## src/rtl/extmem_pkg.sv

```systemverilog
package extmem_pkg;

    localparam int EXT_ADDR_W   = 32;
    localparam int EXT_OFS_W    = 27;
    localparam int EXT_WAIT_W   = 4;
    localparam int EXT_DATA_W   = 32;
    localparam int EXT_MEM_DW   = 16;
    localparam logic [4:0] EXT_WIN_TAG = 5'b01110;

    typedef enum logic [2:0] {
        S_IDLE,
        S_SETUP,
        S_FETCH,
        S_STROBE,
        S_HOLD,
        S_DONE
    } xfer_state_e;

endpackage

```

## src/rtl/extmem_decode.sv

```systemverilog
module extmem_decode #(
    parameter int ADDR_W = extmem_pkg::EXT_ADDR_W,
    parameter int OFS_W  = extmem_pkg::EXT_OFS_W,
    parameter logic [ADDR_W-OFS_W-1:0] WIN_TAG = extmem_pkg::EXT_WIN_TAG
) (
    input  logic              hsel,
    input  logic [1:0]        htrans,
    input  logic [ADDR_W-1:0] haddr,
    input  logic [2:0]        hsize,
    output logic              hit,
    output logic [OFS_W-1:0]  first_ofs,
    output logic [OFS_W-1:0]  last_ofs
);

    logic [2:0] span_m1;

    always_comb begin
        unique case (hsize)
            3'd0:    span_m1 = 3'd0;
            3'd1:    span_m1 = 3'd1;
            default: span_m1 = 3'd3;
        endcase
    end

    assign hit       = hsel && htrans[1] && (haddr[ADDR_W-1:OFS_W] == WIN_TAG);
    assign first_ofs = haddr[OFS_W-1:0];
    assign last_ofs  = haddr[OFS_W-1:0] + OFS_W'(span_m1);

endmodule

```

## src/rtl/extmem_beat.sv

```systemverilog
module extmem_beat #(
    parameter int OFS_W  = extmem_pkg::EXT_OFS_W,
    parameter int MEM_DW = extmem_pkg::EXT_MEM_DW,
    localparam int LANES = MEM_DW / 8
) (
    input  logic [OFS_W-1:0] cur,
    input  logic [OFS_W-1:0] first_ofs,
    input  logic [OFS_W-1:0] last_ofs,
    input  logic             wide,
    output logic [OFS_W-1:0] base,
    output logic [OFS_W-1:0] nxt,
    output logic [LANES-1:0] lane_ok,
    output logic             last
);

    logic [OFS_W-1:0] top_byte;

    always_comb begin
        if (wide) begin
            base     = {cur[OFS_W-1:1], 1'b0};
            top_byte = {cur[OFS_W-1:1], 1'b1};
            for (int i = 0; i < LANES; i++) begin
                lane_ok[i] = ((base + OFS_W'(i)) >= first_ofs) &&
                             ((base + OFS_W'(i)) <= last_ofs);
            end
        end else begin
            base     = cur;
            top_byte = cur;
            lane_ok  = LANES'(1);
        end
        last = (top_byte >= last_ofs);
        nxt  = top_byte + OFS_W'(1);
    end

    always_comb begin

        lane_cover_chk: assert (!wide || !last || lane_ok != '0 || cur < first_ofs)
            else $error("final beat enables no lane");
    end

endmodule

```

## src/rtl/extmem_ctrl.sv

```systemverilog
module extmem_ctrl
    import extmem_pkg::*;
#(
    parameter int OFS_W  = EXT_OFS_W,
    parameter int WAIT_W = EXT_WAIT_W,
    parameter int DATA_W = EXT_DATA_W,
    parameter int MEM_DW = EXT_MEM_DW,
    localparam int LANES  = MEM_DW / 8,
    localparam int BYTES  = DATA_W / 8,
    localparam int LSEL_W = $clog2(BYTES),
    localparam int MA_W   = OFS_W - 1,
    localparam int CNT_W  = WAIT_W + 1
) (
    input  logic              clk,
    input  logic              rst_n,
    input  logic              acc,
    input  logic              hwrite,
    input  logic [OFS_W-1:0]  first_i,
    input  logic [OFS_W-1:0]  last_i,
    input  logic              cfg_bus16,
    input  logic [WAIT_W-1:0] cfg_wait,
    input  logic [DATA_W-1:0] hwdata,
    input  logic [OFS_W-1:0]  base_i,
    input  logic [OFS_W-1:0]  nxt_i,
    input  logic [LANES-1:0]  lane_ok_i,
    input  logic              beat_last_i,
    output logic [OFS_W-1:0]  cur_o,
    output logic [OFS_W-1:0]  first_o,
    output logic [OFS_W-1:0]  last_o,
    output logic              wide_o,
    output logic              hready,
    output logic [DATA_W-1:0] hrdata,
    output logic [MA_W-1:0]   mem_addr,
    output logic [1:0]        mem_cs_n,
    output logic              mem_oe_n,
    output logic [LANES-1:0]  mem_wen_n,
    output logic [MEM_DW-1:0] mem_dq_out,
    output logic              mem_dq_oe,
    input  logic [MEM_DW-1:0] mem_dq_in
);

    xfer_state_e       state_q, state_d;
    logic [CNT_W-1:0]  cnt_q;
    logic [OFS_W-1:0]  cur_q, first_q, last_q;
    logic              write_q, wide_q;
    logic [WAIT_W-1:0] wait_q;
    logic [DATA_W-1:0] rdata_q;
    logic              busy, take;
    logic [LSEL_W-1:0] lane_idx [LANES];
    logic [7:0]        wr_byte  [LANES];

    assign cur_o   = cur_q;
    assign first_o = first_q;
    assign last_o  = last_q;
    assign wide_o  = wide_q;

    // ---------------------------------------------------------------
    // State register
    // ---------------------------------------------------------------
    always_ff @(posedge clk or negedge rst_n) begin
        if (!rst_n) begin
            state_q <= S_IDLE;
        end else begin
            state_q <= state_d;
        end
    end

    assign take = (state_q == S_IDLE || state_q == S_DONE) && acc;

    always_comb begin
        state_d = state_q;
        unique case (state_q)
            S_IDLE, S_DONE: state_d = acc ? S_SETUP : S_IDLE;
            S_SETUP:        state_d = write_q ? S_STROBE : S_FETCH;
            S_FETCH: begin
                if (cnt_q == '0) begin
                    state_d = beat_last_i ? S_DONE : S_SETUP;
                end
            end
            S_STROBE: begin
                if (cnt_q == '0) begin
                    state_d = S_HOLD;
                end
            end
            S_HOLD:         state_d = beat_last_i ? S_DONE : S_SETUP;
            default:        state_d = S_IDLE;
        endcase
    end

    // ---------------------------------------------------------------
    // Transfer context, phase counter and read assembly
    // ---------------------------------------------------------------
    always_ff @(posedge clk or negedge rst_n) begin
        if (!rst_n) begin
            cnt_q   <= '0;
            cur_q   <= '0;
            first_q <= '0;
            last_q  <= '0;
            write_q <= 1'b0;
            wide_q  <= 1'b0;
            wait_q  <= '0;
            rdata_q <= '0;
        end else begin
            if (take) begin
                cur_q   <= first_i;
                first_q <= first_i;
                last_q  <= last_i;
                write_q <= hwrite;
                wide_q  <= cfg_bus16;
                wait_q  <= cfg_wait;
                rdata_q <= '0;
            end
            unique case (state_q)
                S_SETUP: begin
                    cnt_q <= write_q ? {1'b0, wait_q} : ({1'b0, wait_q} + CNT_W'(1));
                end
                S_FETCH: begin
                    if (cnt_q != '0) begin
                        cnt_q <= cnt_q - CNT_W'(1);
                    end else begin
                        for (int i = 0; i < LANES; i++) begin
                            if (lane_ok_i[i]) begin
                                rdata_q[8*lane_idx[i] +: 8] <= mem_dq_in[8*i +: 8];
                            end
                        end
                        if (!beat_last_i) begin
                            cur_q <= nxt_i;
                        end
                    end
                end
                S_STROBE: begin
                    if (cnt_q != '0) begin
                        cnt_q <= cnt_q - CNT_W'(1);
                    end
                end
                S_HOLD: begin
                    if (!beat_last_i) begin
                        cur_q <= nxt_i;
                    end
                end
                default: ;
            endcase
        end
    end

    // ---------------------------------------------------------------
    // Lane steering between the wide bus and the narrow bus
    // ---------------------------------------------------------------
    for (genvar g = 0; g < LANES; g++) begin : g_lane
        assign lane_idx[g] = wide_q ? (base_i[LSEL_W-1:0] | LSEL_W'(g)) : cur_q[LSEL_W-1:0];
        assign wr_byte[g]  = hwdata[8*lane_idx[g] +: 8];
    end

    // ---------------------------------------------------------------
    // Outputs
    // ---------------------------------------------------------------
    always_comb begin
        busy       = (state_q == S_SETUP) || (state_q == S_FETCH) ||
                     (state_q == S_STROBE) || (state_q == S_HOLD);
        hready     = !busy;
        hrdata     = rdata_q;
        mem_addr   = base_i[MA_W-1:0];
        mem_cs_n   = 2'b11;
        if (busy) begin
            mem_cs_n[base_i[OFS_W-1]] = 1'b0;
        end
        mem_oe_n   = !(busy && !write_q);
        mem_dq_oe  = busy && write_q;
        mem_wen_n  = '1;
        if (state_q == S_STROBE) begin
            mem_wen_n = wide_q ? ~lane_ok_i : {{(LANES-1){1'b1}}, 1'b0};
        end
        mem_dq_out = '0;
        if (wide_q) begin
            for (int i = 0; i < LANES; i++) begin
                mem_dq_out[8*i +: 8] = wr_byte[i];
            end
        end else begin
            mem_dq_out[7:0] = wr_byte[0];
        end
    end

    // ---------------------------------------------------------------
    // Checks on the external interface
    // ---------------------------------------------------------------

    cs_single_chk: assert property (@(posedge clk) disable iff (!rst_n)
        $onehot0(~mem_cs_n));


    we_setup_chk: assert property (@(posedge clk) disable iff (!rst_n)
        (mem_wen_n != '1) |-> ($past(mem_cs_n) == mem_cs_n && $past(mem_addr) == mem_addr));


    we_release_chk: assert property (@(posedge clk) disable iff (!rst_n)
        (mem_wen_n != '1) |=> ($stable(mem_addr) && $stable(mem_cs_n)));


    no_fight_chk: assert property (@(posedge clk) disable iff (!rst_n)
        mem_dq_oe |-> mem_oe_n);


    turnaround_chk: assert property (@(posedge clk) disable iff (!rst_n)
        !mem_oe_n |=> !mem_dq_oe);


    strobe_drive_chk: assert property (@(posedge clk) disable iff (!rst_n)
        (mem_wen_n != '1) |-> (mem_dq_oe && mem_cs_n != 2'b11));

endmodule

```

## src/rtl/extmem_bridge.sv

```systemverilog
module extmem_bridge
    import extmem_pkg::*;
#(
    parameter int ADDR_W = EXT_ADDR_W,
    parameter int OFS_W  = EXT_OFS_W,
    parameter int WAIT_W = EXT_WAIT_W,
    parameter int DATA_W = EXT_DATA_W,
    parameter int MEM_DW = EXT_MEM_DW,
    parameter logic [ADDR_W-OFS_W-1:0] WIN_TAG = EXT_WIN_TAG,
    localparam int LANES = MEM_DW / 8,
    localparam int MA_W  = OFS_W - 1
) (
    input  logic              clk,
    input  logic              rst_n,
    input  logic              hsel,
    input  logic [ADDR_W-1:0] haddr,
    input  logic [1:0]        htrans,
    input  logic              hwrite,
    input  logic [2:0]        hsize,
    input  logic [DATA_W-1:0] hwdata,
    output logic [DATA_W-1:0] hrdata,
    output logic              hready,
    output logic              hresp,
    input  logic              cfg_bus16,
    input  logic [WAIT_W-1:0] cfg_wait,
    output logic [MA_W-1:0]   mem_addr,
    output logic [1:0]        mem_cs_n,
    output logic              mem_oe_n,
    output logic [LANES-1:0]  mem_wen_n,
    output logic [MEM_DW-1:0] mem_dq_out,
    output logic              mem_dq_oe,
    input  logic [MEM_DW-1:0] mem_dq_in
);

    logic             hit;
    logic [OFS_W-1:0] req_first, req_last;
    logic [OFS_W-1:0] cur, ctx_first, ctx_last, base, nxt;
    logic [LANES-1:0] lane_ok;
    logic             beat_last, wide;

    assign hresp = 1'b0;

    extmem_decode #(
        .ADDR_W (ADDR_W),
        .OFS_W  (OFS_W),
        .WIN_TAG(WIN_TAG)
    ) u_decode (
        .hsel     (hsel),
        .htrans   (htrans),
        .haddr    (haddr),
        .hsize    (hsize),
        .hit      (hit),
        .first_ofs(req_first),
        .last_ofs (req_last)
    );

    extmem_beat #(
        .OFS_W (OFS_W),
        .MEM_DW(MEM_DW)
    ) u_beat (
        .cur      (cur),
        .first_ofs(ctx_first),
        .last_ofs (ctx_last),
        .wide     (wide),
        .base     (base),
        .nxt      (nxt),
        .lane_ok  (lane_ok),
        .last     (beat_last)
    );

    extmem_ctrl #(
        .OFS_W (OFS_W),
        .WAIT_W(WAIT_W),
        .DATA_W(DATA_W),
        .MEM_DW(MEM_DW)
    ) u_ctrl (
        .clk        (clk),
        .rst_n      (rst_n),
        .acc        (hit),
        .hwrite     (hwrite),
        .first_i    (req_first),
        .last_i     (req_last),
        .cfg_bus16  (cfg_bus16),
        .cfg_wait   (cfg_wait),
        .hwdata     (hwdata),
        .base_i     (base),
        .nxt_i      (nxt),
        .lane_ok_i  (lane_ok),
        .beat_last_i(beat_last),
        .cur_o      (cur),
        .first_o    (ctx_first),
        .last_o     (ctx_last),
        .wide_o     (wide),
        .hready     (hready),
        .hrdata     (hrdata),
        .mem_addr   (mem_addr),
        .mem_cs_n   (mem_cs_n),
        .mem_oe_n   (mem_oe_n),
        .mem_wen_n  (mem_wen_n),
        .mem_dq_out (mem_dq_out),
        .mem_dq_oe  (mem_dq_oe),
        .mem_dq_in  (mem_dq_in)
    );


    out_window_idle_chk: assert property (@(posedge clk) disable iff (!rst_n)
        (hready && !hit) |=> (hready && mem_cs_n == 2'b11));

endmodule

```

## config.mk

```make
export PLATFORM = sky130hd
export DESIGN_NAME = extmem_bridge
export DESIGN_NICKNAME = d
export VERILOG_FILES = /design/src/rtl/extmem_pkg.sv /design/src/rtl/extmem_decode.sv /design/src/rtl/extmem_beat.sv /design/src/rtl/extmem_ctrl.sv /design/src/rtl/extmem_bridge.sv
export SDC_FILE = /design/constraint.sdc
export NUM_CORES = 1
export LEC_CHECK = 0
export ABC_AREA = 1
export BUFFER_PORTS_ARGS = -buffer_cell sky130_fd_sc_hd__buf_2
export CAP_MARGIN = 30
export CORE_MARGIN = 1.5
export CORE_UTILIZATION = 50
export CTS_BUF_LIST = sky130_fd_sc_hd__clkbuf_16
export DETAILED_ROUTE_END_ITERATION = 6
export GPL_TIMING_DRIVEN = 0
export HOLD_SLACK_MARGIN = 0.15
export PLACE_DENSITY = 0.75
export SLEW_MARGIN = 5
export SYNTH_ARGS = -nofsm -noshare
export SYNTH_HDL_FRONTEND = slang
export SYNTH_SLANG_ARGS = --single-unit
```

## constraint.sdc

```tcl
create_clock -name clk -period 2.6 [get_ports clk]
set_clock_uncertainty 0.05 [all_clocks]
set_input_delay 0.26 -clock clk [delete_from_list [all_inputs] [get_ports clk]]
set_output_delay 0.26 -clock clk [all_outputs]
set_load 0.02 [all_outputs]
```

==> flow_metrics.py <==
metrics = {
    "run_status": {
        "outcome": "finished with violations",
        "violations": "negative setup slack",
    },
    "yosys": {
        "synth_cell_types": 49,
        "syn_inst": 1623,
        "ys_seq_elements": 127,
        "synth_area_sq_um": 10500,
        "synthFlopType": "dfrtp_1",
        "synth_edf_count": 0,
        "synth_seq_area_share_pct": 30.4,
        "synthArstFlopShare_pct": 100,
        "yosysWarnings": 0,
        "syn_area_per_cell_sq_um": 6.45,
        "synth_nets": 1788,
    },
    "worst_setup_path": {
        "critPathMaxFanout": 4,
        "cp_common_cell": "nand2_1",
        "crit_chain": "ha_4, a21oi_1, nor2_1, nor2_1, nand2_2, a21oi_2, buf_4, nand2_1, nand2_1, nand2_1, nand2_2, buf_6, nand2_4, buf_6",
        "slowest_delay_ns": 0.46,
        "cp.arrival_ns": 2.48,
        "cp-end-kind": "primary output",
        "critPathLaunchType": "flop",
        "r2r_cells": 15,
        "cp_slowest_cell": "dfrtp_2",
        "worstPathRequired_ns": 2.29,
        "path_class": "reg2out",
    },
    "clock_tree": {
        "cts_root_buf": "clkbuf_16",
        "numCtsBuffers": 17,
        "htree_levels": 4,
        "cts_buffer_depth": 2,
        "clock-sinks": 127,
        "cts_tree": "built",
        "path_clk_slew_ns": 0.06,
        "worst_skew_pair.late_latency_ns": 0.43,
    },
    "timing": {
        "rsz0062_at_grt": "true",
        "finalHoldViolations": 0,
        "slew-limit-headroom_pct": 43.8,
        "fin_crit_sh_pct": 107,
        "tns_ns": -0.410,
        "timing.fmax_mhz": 359,
        "hold_ws_ns": 0.179,
        "worst_slack_ns": -0.188,
        "finalMaxSlewViolations": 0,
        "finalSetupViolCount": 4,
        "fin_crit_ns": 2.79,
        "worstMarginPinSlew_ns": 0.843,
    },
    "floorplanning": {
        "rows": 52,
        "start_util_pct": 51.4,
        "num_io_pins": 176,
        "die-area_sq_um": 21800,
        "die_w_um": 148,
        "die_y_um": 148,
        "core_area_sq_um": 20400,
    },
    "finish": {
        "drive_above_1_share_pct": 25.0,
        "diodes": 0,
        "num-fill-cells": 1738,
        "most-common-layout-cells": "495 x nand2_1, 235 x inv_1, 184 x buf_2",
        "final_area_sq_um": 14000,
        "synthToLayoutAreaGrowth_pct": 33.6,
        "nNetsFinal": 2095,
        "layout_commonest_cell": "nand2_1",
    },
    "grt": {
        "grt_use_total_pct": 32.1,
        "grt_pass1_wl_um": 55300,
        "antenna_found_initial": 0,
        "grt_max_degree": 93,
        "grt_pass1_vias": 11000,
        "grt_overflow": 0,
    },
    "power_and_ir_drop": {
        "cellPowerDensity_nw_per_um2": 341,
        "ir_drop_mv": 0.368,
        "p_leak_uw": 0.00757,
        "p_total_uw": 4770,
    },
    "detailed_routing": {
        "vias": 12000,
        "wl_per_cell_um": 16.4,
        "firstDrtPassIters": 6,
        "drtAntennaViolNets": 0,
        "drc_errors": 0,
        "drt-initial-drc-count": 1109,
        "viasPerCell": 5.40,
        "drt_wl_total_um": 36400,
    },
    "place": {
        "preCtsSetupSlack_ns": -0.837,
        "dp_hpwl_um": 25200,
        "gp_congestion": 0.976,
        "post_dp_cell_area_sq_um": 11700,
        "io_buffers": 173,
    },
    "worst_hold_path": {
        "min_path_type": "in2reg",
        "hold_depth": 4,
    },
    "run": {
        "maxCapViolCount": 0,
    },
}
## cells in the mapped netlist (9+ instances only)
cell,n,area share [%]
nand2_1,514,18
inv_1,241,8.6
nor2_1,177,6.3
dfrtp_1,127,30
o21ai_0,125,6.0
ha_1,70,8.4
nand3_1,61,2.9
a21oi_1,42,2.0
nand4_1,36,2.2
buf_4,30,2.2
o21ai_1,28,1.3
buf_2,20,0.96
xor2_1,18,1.5
clkbuf_1,17,0.61
nor3_1,13,0.62
o22ai_1,11,0.66
nor2_2,10,0.60
inv_2,9,0.32
## critical path, delay by kind of cell, from the launching register on
family / cells / cell delay, ns
buf+inv: 3 / 0.40
fa+ha+maj: 1 / 0.23
flops: 1 / 0.46
compound gates: 2 / 0.31
simple gates: 8 / 0.64
## state kept, by name, summed over array words and instances, names as in the netlist
register,cells
u_ctrl.cnt_q,5
u_ctrl.cur_o,27
u_ctrl.first_o,27
u_ctrl.hrdata,32
u_ctrl.last_o,27
u_ctrl.state_q,3
u_ctrl.wait_q,4
u_ctrl.wide_o,1
u_ctrl.write_q,1
## per-layer routing
metal | share of wire [%] | GRT usage, % | vias up
li1 | - | - | 5695
met1 | 42 | 42.5 | 5517
met2 | 46 | 52.7 | 637
met3 | 9.1 | 6.08 | 101
met4 | 3.1 | 11.0 | 0
met5 | 0 | 0 | -
## power breakdown
group,internal [uW],switching [uW],total (uW)
combinational,129,184,313
sequential,1980,0,1980
clock,1500,983,2480
total,3610,1170,4770
## area by class of cell
cell class,count,area (sq um),share of cell area (%)
Multi-Input combinational cell,1167,6410,45.8
Clock buffer,17,425,3.04
Inverter,253,970,6.93
Clock inverter,15,166,1.19
Buffer,75,582,4.16
Tap cell,270,338,2.42
Sequential cell,127,3210,22.9
Timing Repair Buffer,289,1890,13.5
## final timing paths
| check | from | to | slack, ns |
|---|---|---|---|
| min in group asynchronous | rst_n | u_ctrl.first_o[6]$_DFFE_PN0P_ | 0.24 |
| worst max-delay path | u_ctrl.cur_o[24]$_DFF_PN0_ | mem_wen_n[0] | -0.19 |
| worst min-delay path | haddr[7] | u_ctrl.last_o[7]$_DFFE_PN0P_ | 0.18 |
| worst max register to register | u_ctrl.cur_o[24]$_DFF_PN0_ | u_ctrl.cur_o[20]$_DFF_PN0_ | -0.04 |
| worst min register to register | u_ctrl.cnt_q[4]$_DFFE_PN0P_ | u_ctrl.cnt_q[4]$_DFFE_PN0P_ | 0.44 |
| max in group asynchronous | rst_n | u_ctrl.cur_o[17]$_DFF_PN0_ | 1.42 |
## stage by stage
| step | util, % | cells |
|---|---|---|
| floorplan | - | 1623 |
| global placement | 57.3 | 2066 |
| detailed placement | 57.5 | 2067 |
| CTS | 65.5 | 2175 |
| global route | 68.7 | 2213 |
| finish | 68.7 | 2213 |
## what timing repair did
item / CTS / global route
endpoints found under the hold margin: 112 / 0
hold buffers: 32 / 0
resized for setup: 90 / 83
buffers inserted: 45 / 37
setup endpoints to repair: 78 / 71
cloned: 0 / 2
pin swaps: 24 / 42
## logic make-up after synthesis
logic type	after synthesis	share of synthesized area (%)
and+or+nand+nor	841	33.7
buffers and inverters	329	13.6
AOI/OAI and AO/OA	233	12.0
DFF	127	30.4
adders and majority gates	71	8.56
xor gates and xnor gates	21	1.76
other	1	0.0358
No activity file was read; power rests on OpenSTA's default activity.
